File: config.mk
export PLATFORM = sky130hd
export DESIGN_NAME = mux_display_counter
export DESIGN_NICKNAME = d
export VERILOG_FILES = /design/src/rtl/dcnt_pkg.sv /design/src/rtl/edge_sync.sv /design/src/rtl/bcd_chain.sv /design/src/rtl/carry_fsm.sv /design/src/rtl/digit_scanner.sv /design/src/rtl/mux_display_counter.sv
export SDC_FILE = /design/constraint.sdc
export NUM_CORES = 1
export LEC_CHECK = 0
export CAP_MARGIN = 30
export CORE_MARGIN = 4
export CORE_UTILIZATION = 55
export DETAILED_ROUTE_END_ITERATION = 12
export DONT_BUFFER_PORTS = 1
export GPL_TIMING_DRIVEN = 0
export PLACE_DENSITY_LB_ADDON = 0.1
export SYNTH_ARGS = -nofsm -noshare
export SYNTH_HDL_FRONTEND = slang
export SYNTH_SLANG_ARGS = --single-unit
File: constraint.sdc
create_clock -name clk -period 2.7 [get_ports clk]
set_input_delay 0.405 -clock clk [delete_from_list [all_inputs] [get_ports clk]]
set_output_delay 0.405 -clock clk [all_outputs]
set_load 0.03 [all_outputs]
File: src/rtl/dcnt_pkg.sv
package dcnt_pkg;

    localparam int DIGITS = 4;
    localparam int BCD_W  = 4;
    localparam int CNT_W  = DIGITS * BCD_W;
    localparam int SEG_W  = 7;

    typedef enum logic [1:0] {
        RADIX_DECADE = 2'd0,
        RADIX_CLOCK  = 2'd1,
        RADIX_HALF   = 2'd2
    } radix_e;

    typedef enum logic [1:0] {
        CY_LOW,
        CY_MID,
        CY_OVF
    } carry_e;

    typedef enum logic [1:0] {
        SCAN_D0,
        SCAN_D1,
        SCAN_D2,
        SCAN_D3
    } scan_e;

    // Highest value a digit may hold for the selected radix profile.
    function automatic logic [BCD_W-1:0] digit_limit(input int idx, input logic [1:0] mode);
        if (mode == RADIX_CLOCK && idx == DIGITS - 2) return 4'd5;
        if (mode == RADIX_HALF && idx == DIGITS - 1) return 4'd1;
        return 4'd9;
    endfunction

    // Common-cathode glyphs, bit 0 = segment a .. bit 6 = segment g.
    function automatic logic [SEG_W-1:0] glyph(input logic [BCD_W-1:0] v);
        logic [SEG_W-1:0] s;
        unique case (v)
            4'd0:    s = 7'h3F;
            4'd1:    s = 7'h06;
            4'd2:    s = 7'h5B;
            4'd3:    s = 7'h4F;
            4'd4:    s = 7'h66;
            4'd5:    s = 7'h6D;
            4'd6:    s = 7'h7D;
            4'd7:    s = 7'h07;
            4'd8:    s = 7'h7F;
            4'd9:    s = 7'h6F;
            default: s = 7'h00;
        endcase
        return s;
    endfunction

endpackage

File: src/rtl/edge_sync.sv
module edge_sync #(
    parameter int STAGES = 2
) (
    input  logic clk,
    input  logic rst,
    input  logic async_in,
    output logic fall_o
);

    // sh[0..STAGES-1] synchronise, sh[STAGES] holds the previous level.
    logic [STAGES:0] sh;

    always_ff @(posedge clk or posedge rst) begin
        if (rst) begin
            sh <= '0;
        end else begin
            sh <= {sh[STAGES-1:0], async_in};
        end
    end

    assign fall_o = sh[STAGES] & ~sh[STAGES-1];

endmodule

File: src/rtl/bcd_chain.sv
module bcd_chain
    import dcnt_pkg::*;
(
    input  logic             clk,
    input  logic             rst,
    input  logic             step,
    input  logic [1:0]       mode,
    output logic [CNT_W-1:0] count_q,
    output logic [CNT_W-1:0] count_d,
    output logic             wrap_o
);

    logic [DIGITS:0] en;
    assign en[0] = step;

    for (genvar g = 0; g < DIGITS; g++) begin : g_digit
        logic [BCD_W-1:0] cur;
        logic             at_max;
        assign cur      = count_q[g*BCD_W +: BCD_W];
        assign at_max   = (cur >= digit_limit(g, mode));
        assign en[g+1]  = en[g] & at_max;
        assign count_d[g*BCD_W +: BCD_W] = !en[g] ? cur : (at_max ? '0 : cur + 1'b1);
    end

    assign wrap_o = en[DIGITS];

    always_ff @(posedge clk or posedge rst) begin
        if (rst) begin
            count_q <= '0;
        end else begin
            count_q <= count_d;
        end
    end

endmodule

File: src/rtl/carry_fsm.sv
module carry_fsm
    import dcnt_pkg::*;
(
    input  logic             clk,
    input  logic             rst,
    input  logic             step,
    input  logic             wrap,
    input  logic [1:0]       mode,
    input  logic [CNT_W-1:0] count_d,
    output logic             carry_o
);

    localparam logic [CNT_W-1:0] MID_COUNT = {4'd6, {(CNT_W-BCD_W){1'b0}}};

    carry_e state_q, state_d;
    logic   half_mode;

    assign half_mode = (mode == RADIX_HALF);

    always_ff @(posedge clk or posedge rst) begin
        if (rst) begin
            state_q <= CY_LOW;
        end else begin
            state_q <= state_d;
        end
    end

    always_comb begin
        state_d = state_q;
        unique case (state_q)
            CY_LOW: begin
                if (wrap && half_mode) begin
                    state_d = CY_OVF;
                end else if (step && !half_mode && count_d == MID_COUNT) begin
                    state_d = CY_MID;
                end
            end
            CY_MID: begin
                if (wrap) begin
                    state_d = half_mode ? CY_OVF : CY_LOW;
                end
            end
            CY_OVF: begin
                state_d = CY_OVF;
            end
            default: state_d = CY_LOW;
        endcase
    end

    always_comb begin
        unique case (state_q)
            CY_MID:  carry_o = 1'b1;
            CY_OVF:  carry_o = 1'b1;
            default: carry_o = 1'b0;
        endcase
    end

endmodule

File: src/rtl/digit_scanner.sv
module digit_scanner
    import dcnt_pkg::*;
#(
    parameter int SCAN_DIV = 25000
) (
    input  logic              clk,
    input  logic              rst,
    output logic [DIGITS-1:0] digit_en,
    output logic [1:0]        sel_o
);

    localparam int DIV_W = (SCAN_DIV > 1) ? $clog2(SCAN_DIV) : 1;
    localparam logic [DIV_W-1:0] DIV_LAST = DIV_W'(SCAN_DIV - 1);

    logic [DIV_W-1:0] div_q;
    logic             tick;
    scan_e            state_q, state_d;

    assign tick = (div_q == DIV_LAST);

    always_ff @(posedge clk or posedge rst) begin
        if (rst) begin
            div_q <= '0;
        end else if (tick) begin
            div_q <= '0;
        end else begin
            div_q <= div_q + 1'b1;
        end
    end

    always_ff @(posedge clk or posedge rst) begin
        if (rst) begin
            state_q <= SCAN_D0;
        end else begin
            state_q <= state_d;
        end
    end

    always_comb begin
        state_d = state_q;
        if (tick) begin
            unique case (state_q)
                SCAN_D0: state_d = SCAN_D1;
                SCAN_D1: state_d = SCAN_D2;
                SCAN_D2: state_d = SCAN_D3;
                SCAN_D3: state_d = SCAN_D0;
                default: state_d = SCAN_D0;
            endcase
        end
    end

    always_comb begin
        unique case (state_q)
            SCAN_D0: begin digit_en = 4'b0001; sel_o = 2'd0; end
            SCAN_D1: begin digit_en = 4'b0010; sel_o = 2'd1; end
            SCAN_D2: begin digit_en = 4'b0100; sel_o = 2'd2; end
            SCAN_D3: begin digit_en = 4'b1000; sel_o = 2'd3; end
            default: begin digit_en = 4'b0001; sel_o = 2'd0; end
        endcase
    end

endmodule

File: src/rtl/mux_display_counter.sv
module mux_display_counter
    import dcnt_pkg::*;
#(
    parameter int SCAN_DIV    = 25000,
    parameter int SYNC_STAGES = 2
) (
    input  logic       clk,
    input  logic       rst,
    input  logic       count_in,
    input  logic       latch_en,
    input  logic       disp_sel,
    input  logic [1:0] radix_mode,
    output logic [6:0] seg_out,
    output logic [3:0] digit_en,
    output logic       carry_out
);

    logic             step;
    logic             wrap;
    logic [CNT_W-1:0] live_count;
    logic [CNT_W-1:0] next_count;
    logic [CNT_W-1:0] hold_q;
    logic [CNT_W-1:0] hold_view;
    logic [CNT_W-1:0] shown;
    logic [1:0]       scan_sel;
    logic [BCD_W-1:0] shown_digit;

    edge_sync #(.STAGES(SYNC_STAGES)) u_sync (
        .clk      (clk),
        .rst      (rst),
        .async_in (count_in),
        .fall_o   (step)
    );

    bcd_chain u_chain (
        .clk     (clk),
        .rst     (rst),
        .step    (step),
        .mode    (radix_mode),
        .count_q (live_count),
        .count_d (next_count),
        .wrap_o  (wrap)
    );

    carry_fsm u_carry (
        .clk     (clk),
        .rst     (rst),
        .step    (step),
        .wrap    (wrap),
        .mode    (radix_mode),
        .count_d (next_count),
        .carry_o (carry_out)
    );

    digit_scanner #(.SCAN_DIV(SCAN_DIV)) u_scan (
        .clk      (clk),
        .rst      (rst),
        .digit_en (digit_en),
        .sel_o    (scan_sel)
    );

    // Transparent holding register: flow-through while enabled, stored otherwise.
    assign hold_view = latch_en ? live_count : hold_q;

    always_ff @(posedge clk or posedge rst) begin
        if (rst) begin
            hold_q <= '0;
        end else begin
            hold_q <= hold_view;
        end
    end

    assign shown = disp_sel ? live_count : hold_view;

    always_comb begin
        shown_digit = '0;
        for (int i = 0; i < DIGITS; i++) begin
            if (scan_sel == 2'(i)) begin
                shown_digit = shown[i*BCD_W +: BCD_W];
            end
        end
    end

    assign seg_out = glyph(shown_digit);

endmodule

==> metrics.yaml <==
cp.required_ns: 2.30
grt_pass1_vias: 2456
synth_top_area_share_pct: 40.07
ys_seq_area_share_pct: 40.07
p_comb_share_pct: 49.9
synthDistinctLibCells: 59
startpoint: "u_scan.state_q[0]$_DFFE_PP0N_"
synthArstFlopShare_pct: 100.0
grt_usage_pct: 19.76
vias_per_cell: 5.667
critPathSlowestCell: "dfrtp_2"
fill_cells: 435
fin_crit_sh_pct: 101.4
die_h_um: 86.30
cts_htree_levels: 2
synth-seq-cells: 54
ioPinCount: 19
hold_slack_ns: 0.1125
layout_common_cells: "49 x dfrtp_1, 28 x nor2_1, 21 x ha_1"
nets: 395
power_density_nw_per_um2: 767.6
r2r_cells: 10
cts_tree: "built"
fp.dieW_um: 86.30
syn_avg_cell_area_um2: 10.10
status: "complete, but fails checks"
postSynthCellCount: 334
ir_drop_uv: 868.4
ant_nets: 0
grt_pass1_wl_um: 11820
cp-start-kind: "flop"
die_area_um2: 7448
cts_root_buf: "clkbuf_8"
grt_max_degree: 35
finalHoldViolations: 0
netSwitchingPower_mw: 1.266
crit_fanout: 7
rsz0062_at_grt: "true"
hp-start: "count_in"
drt-total-wl_um: 7110
antenna_found_initial: 0
multi_input_comb_area_um2: 2160
min_period_ns: 2.738
cp.arrival_ns: 2.33
yosys.area.top_type: "dfrtp_1"
reg2reg_from: "u_chain.count_q[1]$_DFF_PP0_"
area_growth_pct: 20.63
dr.pass1.iters: 4
dp_slack_ns: -0.3666
max_slew_margin_pct: 59.96
worstMarginPinSlew_ns: 0.6006
layout_commonest_cell: "dfrtp_1"
netlist_area_um2: 3372
seqCellArea_um2: 1358
fp-row-count: 28
io_buffers: 0
cap_violations: 0
avgRoutedWirePerCell_um: 16.34
hold_depth: 0
hpwl_um: 4725
synthesis.nets: 370
p_leak_nw: 1.760
synth_ff_type: "dfrtp_1"
drc: 0
cts_inserted_buffers: 5
drt_iter0_markers: 93
grt_overflow_total: 0
p_int_mw: 1.857
start_util_pct: 56.95
worstSetupPathType: "reg2out"
clock_skew_ns: 0.002729
clockBufferDepth: 2
hold_class: "in2reg"
violations: "setup timing"
gp_congestion: 0.8186
antenna_cells: 0
num_vias: 2465
clkTransAtPathRegs_ns: 0.10
drive_gt1_share_pct: 30.83
layout_setup_ws_ns: -0.03779
fmax_ghz: 0.3653
synth_enable_flop_cells: 0
synth_area_leaders: "dfrtp_1 40%, ha_1 11%, mux2_2 6.0%"
setup-tns-final_ns: -0.1116
cp_cell_sequence: "inv_4 -> ha_4 -> nand2_8 -> o22ai_2 -> o21ai_0 -> mux2_4 -> nor2b_4 -> o21bai_4 -> o21ai_4"
cts_sinks: 54
slowest_delay_ns: 0.47
dpl-instance-area_um2: 3511
setup_viol: 6
fin_area_um2: 4068
clk-insertion-delay-late_ns: 0.31
clkPwrFrac_pct: 18.1
yosys_warnings: 0
p_seq_share_pct: 32.1
swShare_pct: 40.54
final_max_slew_viol_count: 0
end_kind: "output port"
fin_util_pct: 68.70
coreArea_um2: 5921
synth_stat cells, types with 2 or more instances:
cell type / n
a21o_1: 2
a21oi_1: 9
a31oi_1: 2
a41oi_1: 2
and3_1: 4
buf_4: 5
clkbuf_1: 3
dfrtp_1: 54
ha_1: 29
inv_1: 20
mux2_2: 18
mux2i_1: 14
nand2_1: 23
nand2b_1: 6
nand3_1: 12
nand4_1: 2
nor2_1: 30
nor2b_1: 6
nor3_1: 6
nor3b_1: 4
nor4_1: 2
o21ai_0: 19
o21ai_1: 2
o21ai_2: 3
o21bai_1: 2
o22ai_1: 6
o31ai_1: 2
or2_2: 2
xnor2_1: 5
xor2_1: 11
stage by stage:
stage	instances	total power, mW
2_1_floorplan	334	1.843
3_3_place_gp	409	1.987
3_5_place_dp	410	2.010
4_1_cts	429	2.895
5_1_grt	435	3.301
6_report	435	3.122
layer usage:
layer  track usage (%)  vias up  share of wire, %  wire length [µm]
met5                 0        -                 0                 0
met2             33.43       28                51              3647
met4             5.241        0               1.6               112
li1                  -     1210                 -                 -
met3             2.852        9               2.6               182
met1             26.67     1218                45              3167
cell type report:
| type | instances | share of cell area, % |
|---|---|---|
| well taps | 75 | 2.307 |
| clock buffers | 5 | 1.692 |
| repair buffers | 18 | 4.399 |
| plain buffers | 10 | 1.753 |
| clock inverters | 3 | 1.169 |
| inverters | 20 | 2.215 |
| multi-input cells | 250 | 53.09 |
| flip-flops and latches | 54 | 33.37 |
worst paths after layout:
| path | endpoint | slack (ns) |
|---|---|---|
| max in group asynchronous | u_scan.state_q[0]$_DFFE_PP0N_ | 1.62 |
| hold / removal | u_sync.sh[0]$_DFF_PP0_ | 0.11 |
| hold reg to reg | u_sync.sh[1]$_DFF_PP0_ | 0.36 |
| setup reg to reg | u_carry.state_q[1]$_DFFE_PP0P_ | 0.24 |
| setup / recovery | seg_out[3] | -0.04 |
| min in group asynchronous | u_scan.div_q[5]$_DFF_PP0_ | 0.54 |
logic make-up (layout without fill, tap and decap cells):
kind of cell,Yosys count,in the layout,share of synthesized area [%]
XOR/XNOR,16,16,4.156
AND/OR/NAND/NOR,111,111,18.26
adder cells (fa/ha/maj),30,30,11.06
flip-flops,54,54,40.07
AO/OA/AOI/OAI,61,61,12.17
multiplexers,32,32,10.17
buffers and inverters,30,56,4.119
worst max-delay path: cells and delay by family, from the launching register on:
kind / cells / cell delay (ns)
adders and majority gates: 1 / 0.23
and+or+nand+nor: 2 / 0.23
AOI/OAI and AO/OA: 4 / 0.63
muxes: 1 / 0.35
DFF: 1 / 0.47
buffers and inverters: 1 / 0.09
what timing repair did:
item | 4_1_cts | 5_1_grt
cloned | 0 | 0
setup endpoints to repair | 7 | 8
endpoints found under the hold margin | 20 | 0
resized for setup | 41 | 26
buffers inserted | 10 | 6
pin swaps | 13 | 10
hold buffers | 1 | 0
sequential cells by signal, indices dropped and copies added (netlist names):
register	cells
u_scan.state_q	2
hold_q	16
u_sync.sh	3
u_carry.state_q	2
u_scan.div_q	15
u_chain.count_q	16
power by group through the flow:
stage               clock, mW  sequential [mW]  combinational [mW]
finish                  0.564             1.00                1.56
global route            0.612             1.02                1.67
global placement            0             1.02               0.966
floorplan                   0            0.991               0.852
detailed placement          0             1.02               0.987
CTS                     0.580             1.01                1.31
No activity file was read; power rests on OpenSTA's default activity.
